[src/rtl/cfg_bank_pkg.sv]
package cfg_bank_pkg;

   localparam int unsigned CB_STORED = 6;
   localparam int unsigned CB_CTRL   = 1;
   localparam int unsigned CB_CNT    = 6;
   localparam int unsigned BIT_BUSY  = 6;
   localparam int unsigned BIT_LOCK  = 5;
   localparam int unsigned BIT_PWDN  = 4;
   localparam int unsigned CNT_W     = 7;

   typedef logic [7:0] byte_t;
   typedef logic [CB_STORED:1][7:0] image_t;

   // bits a host write may change (lock and save-start handled apart)
   function automatic byte_t wr_mask(input int idx);
      case (idx)
         1:       return 8'h1F;
         2, 3, 4: return 8'hFF;
         5:       return 8'hF8;
         6:       return 8'hFE;
         default: return 8'h00;
      endcase
   endfunction

   // bits kept by the nonvolatile array
   function automatic byte_t nv_mask(input int idx);
      case (idx)
         1:       return 8'h2F;
         2, 3, 4: return 8'hFF;
         5:       return 8'hF8;
         6:       return 8'hFE;
         default: return 8'h00;
      endcase
   endfunction

   function automatic image_t factory_image();
      image_t img;
      img[1] = 8'h00;
      img[2] = 8'hB4;
      img[3] = 8'h01;
      img[4] = 8'h02;
      img[5] = 8'h50;
      img[6] = 8'h50;
      return img;
   endfunction

endpackage

[src/rtl/cfg_nv_store.sv]
module cfg_nv_store
   import cfg_bank_pkg::*;
#(
   parameter int unsigned SAVE_CYCLES = 64
) (
   input  logic   clk,
   input  logic   por_n,
   input  logic   save_go,
   input  image_t live,
   output image_t nv,
   output logic   busy,
   output logic   done,
   output logic   locked
);
   localparam int unsigned TMR_W = $clog2(SAVE_CYCLES + 1);

   if (SAVE_CYCLES < 1) begin : g_bad_cycles
      $error("cfg_nv_store: SAVE_CYCLES must be at least 1");
   end

   logic [TMR_W-1:0] tmr;
   image_t           stored;

   for (genvar i = 1; i <= CB_STORED; i++) begin : g_mask
      assign stored[i] = live[i] & nv_mask(i);
   end

   assign done   = busy && (tmr == '0);
   assign locked = nv[CB_CTRL][BIT_LOCK];

   always_ff @(posedge clk) begin
      if (!por_n) begin
         nv   <= factory_image();
         busy <= 1'b0;
         tmr  <= '0;
      end else if (save_go && !busy) begin
         busy <= 1'b1;
         tmr  <= TMR_W'(SAVE_CYCLES - 1);
      end else if (done) begin
         busy <= 1'b0;
         nv   <= stored;
      end else if (busy) begin
         tmr  <= tmr - 1'b1;
      end
   end

   p_nv_only_on_done_r7: assert property (@(posedge clk) disable iff (!por_n)
      !done |=> $stable(nv));
   p_go_when_free_r8: assert property (@(posedge clk) disable iff (!por_n)
      save_go |-> (!locked && !busy));
   p_done_ends_busy_r5: assert property (@(posedge clk) disable iff (!por_n)
      done |=> !busy);

endmodule

[src/rtl/cfg_regfile.sv]
module cfg_regfile
   import cfg_bank_pkg::*;
#(
   parameter int unsigned ADDR_W  = 4,
   parameter bit          VARIANT = 1'b1,
   parameter logic [2:0]  REV_ID  = 3'd0
) (
   input  logic                        clk,
   input  logic                        rst_n,
   input  logic                        wr_en,
   input  logic [ADDR_W-1:0]           wr_addr,
   input  logic [7:0]                  wr_data,
   input  logic [1:0][ADDR_W-1:0]      rd_addr,
   output logic [1:0][7:0]             rd_data,
   input  image_t                      nv_img,
   input  logic                        nv_busy,
   input  logic                        nv_done,
   input  logic                        nv_locked,
   output logic                        save_go,
   output image_t                      live,
   output logic [CNT_W-1:0]            blk_count
);
   localparam byte_t ID_BYTE = {VARIANT, REV_ID, 4'h1};

   image_t bank, nxt;
   logic   write_ok;

   assign write_ok  = wr_en && !nv_busy;
   assign save_go   = write_ok && (wr_addr == ADDR_W'(CB_CNT)) && wr_data[0] && !nv_locked;
   assign live      = bank;
   assign blk_count = bank[CB_CNT][7:1];

   always_comb begin
      nxt = bank;
      for (int i = 1; i <= CB_STORED; i++) begin
         if (write_ok && (wr_addr == ADDR_W'(i))) begin
            nxt[i] = (bank[i] & ~wr_mask(i)) | (wr_data & wr_mask(i));
         end
      end
      if (write_ok && (wr_addr == ADDR_W'(CB_CTRL)) && wr_data[BIT_LOCK]) begin
         nxt[CB_CTRL][BIT_LOCK] = 1'b1;
      end
      if (save_go) begin
         nxt[CB_CNT][0] = 1'b1;
      end else if (nv_done) begin
         nxt[CB_CNT][0] = 1'b0;
      end
   end

   always_ff @(posedge clk) begin
      if (!rst_n) begin
         bank <= nv_img;
      end else begin
         bank <= nxt;
      end
   end

   for (genvar p = 0; p < 2; p++) begin : g_rd
      always_comb begin
         rd_data[p] = 8'h00;
         if (rd_addr[p] == '0) begin
            rd_data[p] = ID_BYTE;
         end
         for (int i = 1; i <= CB_STORED; i++) begin
            if (rd_addr[p] == ADDR_W'(i)) begin
               rd_data[p] = bank[i];
            end
         end
         if (rd_addr[p] == ADDR_W'(CB_CTRL)) begin
            rd_data[p][BIT_BUSY] = nv_busy;
         end
      end
   end

   p_lock_sticky_r8: assert property (@(posedge clk) disable iff (!rst_n)
      bank[CB_CTRL][BIT_LOCK] |=> bank[CB_CTRL][BIT_LOCK]);
   p_frozen_in_save_r6: assert property (@(posedge clk) disable iff (!rst_n)
      nv_busy |=> $stable({bank[5:1], bank[CB_CNT][7:1]}));
   p_no_start_locked_r8: assert property (@(posedge clk) disable iff (!rst_n)
      (nv_locked && !nv_busy) |=> !bank[CB_CNT][0]);

endmodule

[src/rtl/cfg_blk_reader.sv]
module cfg_blk_reader
   import cfg_bank_pkg::*;
#(
   parameter int unsigned ADDR_W = 4
) (
   input  logic              clk,
   input  logic              rst_n,
   input  logic              start,
   input  logic [ADDR_W-1:0] start_addr,
   input  logic [CNT_W-1:0]  count,
   input  logic              ack,
   output logic              valid,
   output logic [ADDR_W-1:0] ptr
);
   logic             active;
   logic [CNT_W-1:0] left;

   assign valid = active;

   always_ff @(posedge clk) begin
      if (!rst_n) begin
         active <= 1'b0;
         ptr    <= '0;
         left   <= '0;
      end else if (!active) begin
         if (start && (count != '0)) begin
            active <= 1'b1;
            ptr    <= start_addr;
            left   <= count;
         end
      end else if (ack) begin
         ptr  <= ptr + 1'b1;
         left <= left - 1'b1;
         if (left == CNT_W'(1)) begin
            active <= 1'b0;
         end
      end
   end

   p_hold_without_ack_r10: assert property (@(posedge clk) disable iff (!rst_n)
      (active && !ack) |=> (active && $stable(ptr) && $stable(left)));
   p_last_byte_ends_r9: assert property (@(posedge clk) disable iff (!rst_n)
      (active && ack && left == CNT_W'(1)) |=> !valid);

endmodule

[src/rtl/cfg_bank_nv.sv]
module cfg_bank_nv
   import cfg_bank_pkg::*;
#(
   parameter int unsigned ADDR_W      = 4,
   parameter int unsigned SAVE_CYCLES = 64,
   parameter bit          VARIANT     = 1'b1,
   parameter logic [2:0]  REV_ID      = 3'd0
) (
   input  logic              clk,
   input  logic              por_n,
   input  logic              rst_n,
   input  logic              wr_en,
   input  logic [ADDR_W-1:0] wr_addr,
   input  logic [7:0]        wr_data,
   input  logic [ADDR_W-1:0] rd_addr,
   output logic [7:0]        rd_data,
   input  logic              blk_start,
   input  logic [ADDR_W-1:0] blk_addr,
   input  logic              blk_ack,
   output logic              blk_valid,
   output logic [7:0]        blk_data
);
   if (ADDR_W < 3 || ADDR_W > 8) begin : g_bad_addr
      $error("cfg_bank_nv: ADDR_W must lie between 3 and 8");
   end

   image_t                 nv_img, live;
   logic                   nv_busy, nv_done, nv_locked, save_go;
   logic [CNT_W-1:0]       blk_count;
   logic [ADDR_W-1:0]      blk_ptr;
   logic [1:0][ADDR_W-1:0] rd_addrs;
   logic [1:0][7:0]        rd_datas;

   assign rd_addrs[0] = rd_addr;
   assign rd_addrs[1] = blk_ptr;
   assign rd_data     = rd_datas[0];
   assign blk_data    = rd_datas[1];

   cfg_regfile #(
      .ADDR_W  (ADDR_W),
      .VARIANT (VARIANT),
      .REV_ID  (REV_ID)
   ) u_regs (
      .clk       (clk),
      .rst_n     (rst_n),
      .wr_en     (wr_en),
      .wr_addr   (wr_addr),
      .wr_data   (wr_data),
      .rd_addr   (rd_addrs),
      .rd_data   (rd_datas),
      .nv_img    (nv_img),
      .nv_busy   (nv_busy),
      .nv_done   (nv_done),
      .nv_locked (nv_locked),
      .save_go   (save_go),
      .live      (live),
      .blk_count (blk_count)
   );

   cfg_nv_store #(
      .SAVE_CYCLES (SAVE_CYCLES)
   ) u_nv (
      .clk     (clk),
      .por_n   (por_n),
      .save_go (save_go),
      .live    (live),
      .nv      (nv_img),
      .busy    (nv_busy),
      .done    (nv_done),
      .locked  (nv_locked)
   );

   cfg_blk_reader #(
      .ADDR_W (ADDR_W)
   ) u_blk (
      .clk        (clk),
      .rst_n      (rst_n),
      .start      (blk_start),
      .start_addr (blk_addr),
      .count      (blk_count),
      .ack        (blk_ack),
      .valid      (blk_valid),
      .ptr        (blk_ptr)
   );

endmodule

[config.mk]
export PLATFORM = sky130hd
export DESIGN_NAME = cfg_bank_nv
export DESIGN_NICKNAME = d
export VERILOG_FILES = /design/src/rtl/cfg_bank_pkg.sv /design/src/rtl/cfg_nv_store.sv /design/src/rtl/cfg_regfile.sv /design/src/rtl/cfg_blk_reader.sv /design/src/rtl/cfg_bank_nv.sv
export SDC_FILE = /design/constraint.sdc
export NUM_CORES = 1
export LEC_CHECK = 0
export ABC_AREA = 0
export BUFFER_PORTS_ARGS = -buffer_cell sky130_fd_sc_hd__buf_2
export CAP_MARGIN = 20
export CORE_MARGIN = 2
export CORE_UTILIZATION = 55
export CTS_CLUSTER_SIZE = 12
export DETAILED_ROUTE_END_ITERATION = 7
export PLACE_DENSITY_LB_ADDON = 0.12
export SLEW_MARGIN = 0
export SYNTH_ARGS = -nofsm -noshare
export SYNTH_HDL_FRONTEND = slang
export SYNTH_SLANG_ARGS = --single-unit
[constraint.sdc]
create_clock -name clk -period 6.3 [get_ports clk]
set_clock_uncertainty 0.2 [all_clocks]
set_input_delay 1.26 -clock clk [delete_from_list [all_inputs] [get_ports clk]]
set_output_delay 1.26 -clock clk [all_outputs]
set_load 0.1 [all_outputs]
==> flow_summary.toml <==
[floorplan]
start_util = 0.570
die_area_sq_mm = 0.0104
dieWidth_um = 102
dieHeight_um = 102
rows = 35
pin_count = 43
core-area_sq_mm = 0.00928

[route]
dr.pass1.iters = 5
post_drt_wl_per_cell_um = 18.9
drt-total-wl_um = 14500
drt-initial-drc-count = 406
num_vias = 4591
drt-vias-per-instance = 6.00
route.detailed.drc = 0
ant_nets = 0

[global_route]
grt_overflow = 0
grt_max_degree = 52
grt_pass1_vias = 4250
grt_first_pass_wirelength_um = 22900
antenna_found_initial = 0
grt_use_total = 0.292

[sta]
whs_ns = 0.260
maxSlewHeadroom = 0.317
slew_viol_final = 0
fmax_mhz = 223
fin_crit_sh = 0.713
setup_tns_ns = 0
worst_slew_pin_slew_ns = 1.02
period_needed_ns = 4.49
rsz0062_at_grt = "false"
finalHoldViolCount = 0
setup_viol = 0

[clock_network]
cts_buffer_depth = 2
root_buffer = "clkbuf_8"
cts_buffers = 9
clkLatencyLatePin_ns = 0.38
cts-htree-levels = 3
ctsResizeCount = 0
cts.sinks = 104
cts_setup_buffers = 0
cts_tree = "yes"
ctsHoldBuffers = 0
path_clk_slew_ns = 0.11

[pwr]
power_density_mw_per_mm2 = 260
peakVddDrop_mv = 0.153
p_leak_nw = 2.10

[placement]
place_area_sq_mm = 0.00551
portBuffers = 42
place_inst = 749
dp_hpwl_um = 10200
place_congestion = 0.960

[worst_hold_path]
holdPathStages = 2
hold_path_class = "reg2reg"

[finish]
stdcell_count = 765
nets = 665
fin_area_sq_mm = 0.00572
final.fill_count = 823
mostFrequentLayoutCells = "nand2_1 (112), o21ai_0 (65), inv_1 (62)"
area_delta_synth_final_pct = 7.99
antenna_cells = 0
final_common_cell = "nand2_1"
drive_above_1_share = 0.124

[run_status]
status = "finished clean"

[synth]
synth_fp_nets = 647
synth_edf_count = 43
ys_seq_elements = 104
yosysWarnings = 0
synth_top_flop_cell = "dfxtp_1"
ys_seq_area_frac = 0.475
synthArstFlopShare = 0
syn_inst = 613
synth_area_sq_mm = 0.00529
avgSynthCellArea_sq_um = 8.64
synth_cell_types = 60

[setup_path]
required_ns = 4.84
crit_chain = "inv_1 > ha_1 > or3b_2 > nor2_1 > o21ai_0 > o221ai_1 > buf_2"
slowest_delay_ns = 0.58
cp_top_family = "simple AND/OR/NAND/NOR gates"
rr_worst_depth = 3
arrival_ns = 3.03
crit_path_max_fanout = 27
start_kind = "flip-flop"
cp.depth = 7
worst-path-buf-inv = 2
path_class = "reg2out"
crit_path_end_kind = "output pin"
critPathSlowestCell = "or3b_2"

[run]
maxCapViolCount = 0
==> worst min-delay path, stage by stage, from the launching register on <==
cell and delay [ns]:
dfxtp_1 0.33, nand2_1 0.05, a21oi_1 0.05
==> Yosys cell counts (all sizes together), types with 2 or more instances <==
library cell / number / area (sq um)
nand3: 6 / 30.0
a31oi: 4 / 25.0
nand2b: 4 / 25.0
edfxtp: 43 / 1290
a211oi: 9 / 67.6
and3: 4 / 26.3
nor2b: 10 / 62.6
inv: 62 / 233
nor4: 5 / 67.6
dfxtp: 61 / 1220
nand3b: 6 / 45.0
a21oi: 61 / 309
mux2: 6 / 67.6
a311oi: 4 / 35.0
nand4b: 2 / 17.5
nor3: 12 / 65.1
o21ai: 66 / 330
a32oi: 5 / 43.8
buf: 12 / 80.1
nor4b: 2 / 17.5
a22oi: 4 / 30.0
and3b: 2 / 18.8
nand2: 112 / 420
o211ai: 11 / 82.6
ha: 8 / 100
a21boi: 3 / 26.3
o31ai: 4 / 30.0
a221oi: 8 / 70.1
clkbuf: 27 / 101
nor2: 19 / 71.3
mux2i: 7 / 70.1
nand4: 4 / 25.0
xor2: 2 / 17.5
and4b: 2 / 20.0
==> where the power goes <==
group          internal [mW]  total [mW]  leakage, nW  switching (mW)
Sequential             0.734       0.780        0.926          0.0462
Combinational         0.0725       0.282         1.07           0.210
Clock                  0.160       0.423        0.103           0.263
Total                  0.966        1.49         2.10           0.519
==> cell type report <==
class / count / area (sq um) / share of cell area
Sequential cell: 104 / 2510 / 0.439
Timing Repair Buffer: 46 / 240 / 0.0420
Multi-Input combinational cell: 408 / 2370 / 0.414
Tap cell: 129 / 161 / 0.0282
Clock inverter: 7 / 78.8 / 0.0138
Inverter: 62 / 233 / 0.0407
Clock buffer: 9 / 124 / 0.0217
==> final timing paths <==
kind                     start               to  slack [ns]
setup / recovery  u_blk.ptr[0]      blk_data[3]        1.81
hold / removal     u_nv.nv[42]      u_nv.nv[42]        0.26
hold reg to reg    u_nv.nv[42]      u_nv.nv[42]        0.26
setup reg to reg     u_nv.busy  u_regs.live[11]        3.70
==> stage by stage <==
step           power, mW   util  setup WS, ns
2_1_floorplan      0.996      -         0.617
3_3_place_gp        1.07  0.594          2.06
3_5_place_dp        1.07  0.594          1.98
4_1_cts             1.49  0.616          1.81
5_1_grt             1.54  0.616          1.59
6_report            1.49  0.616          1.81
==> metal layers <==
layer  track usage  vias to the layer above  routed length (um)
met1         0.434                     2181                6450
met4         0.123                        0                 490
met5             0                        -                   0
met3        0.0431                       30                1000
li1              -                     2182                   -
met2         0.427                      198                6510
==> cells by family after synthesis <==
logic type / share of synthesized area
AND/OR/NAND/NOR: 0.185
AO/OA/AOI/OAI: 0.213
flip-flops: 0.475
buffers and inverters: 0.0782
multiplexers: 0.0260
adder cells (fa/ha/maj): 0.0189
XOR/XNOR: 0.00496
==> sequential cells by signal, indices dropped and copies added, names as in the netlist <==
register	count
u_nv.locked	1
u_nv.tmr	7
u_blk.valid	1
u_regs.live	36
u_nv.nv	40
u_blk.ptr	4
u_blk.left	7
u_regs.blk_count	7
u_nv.busy	1
Note: power is estimated with default switching activity, not from simulation.
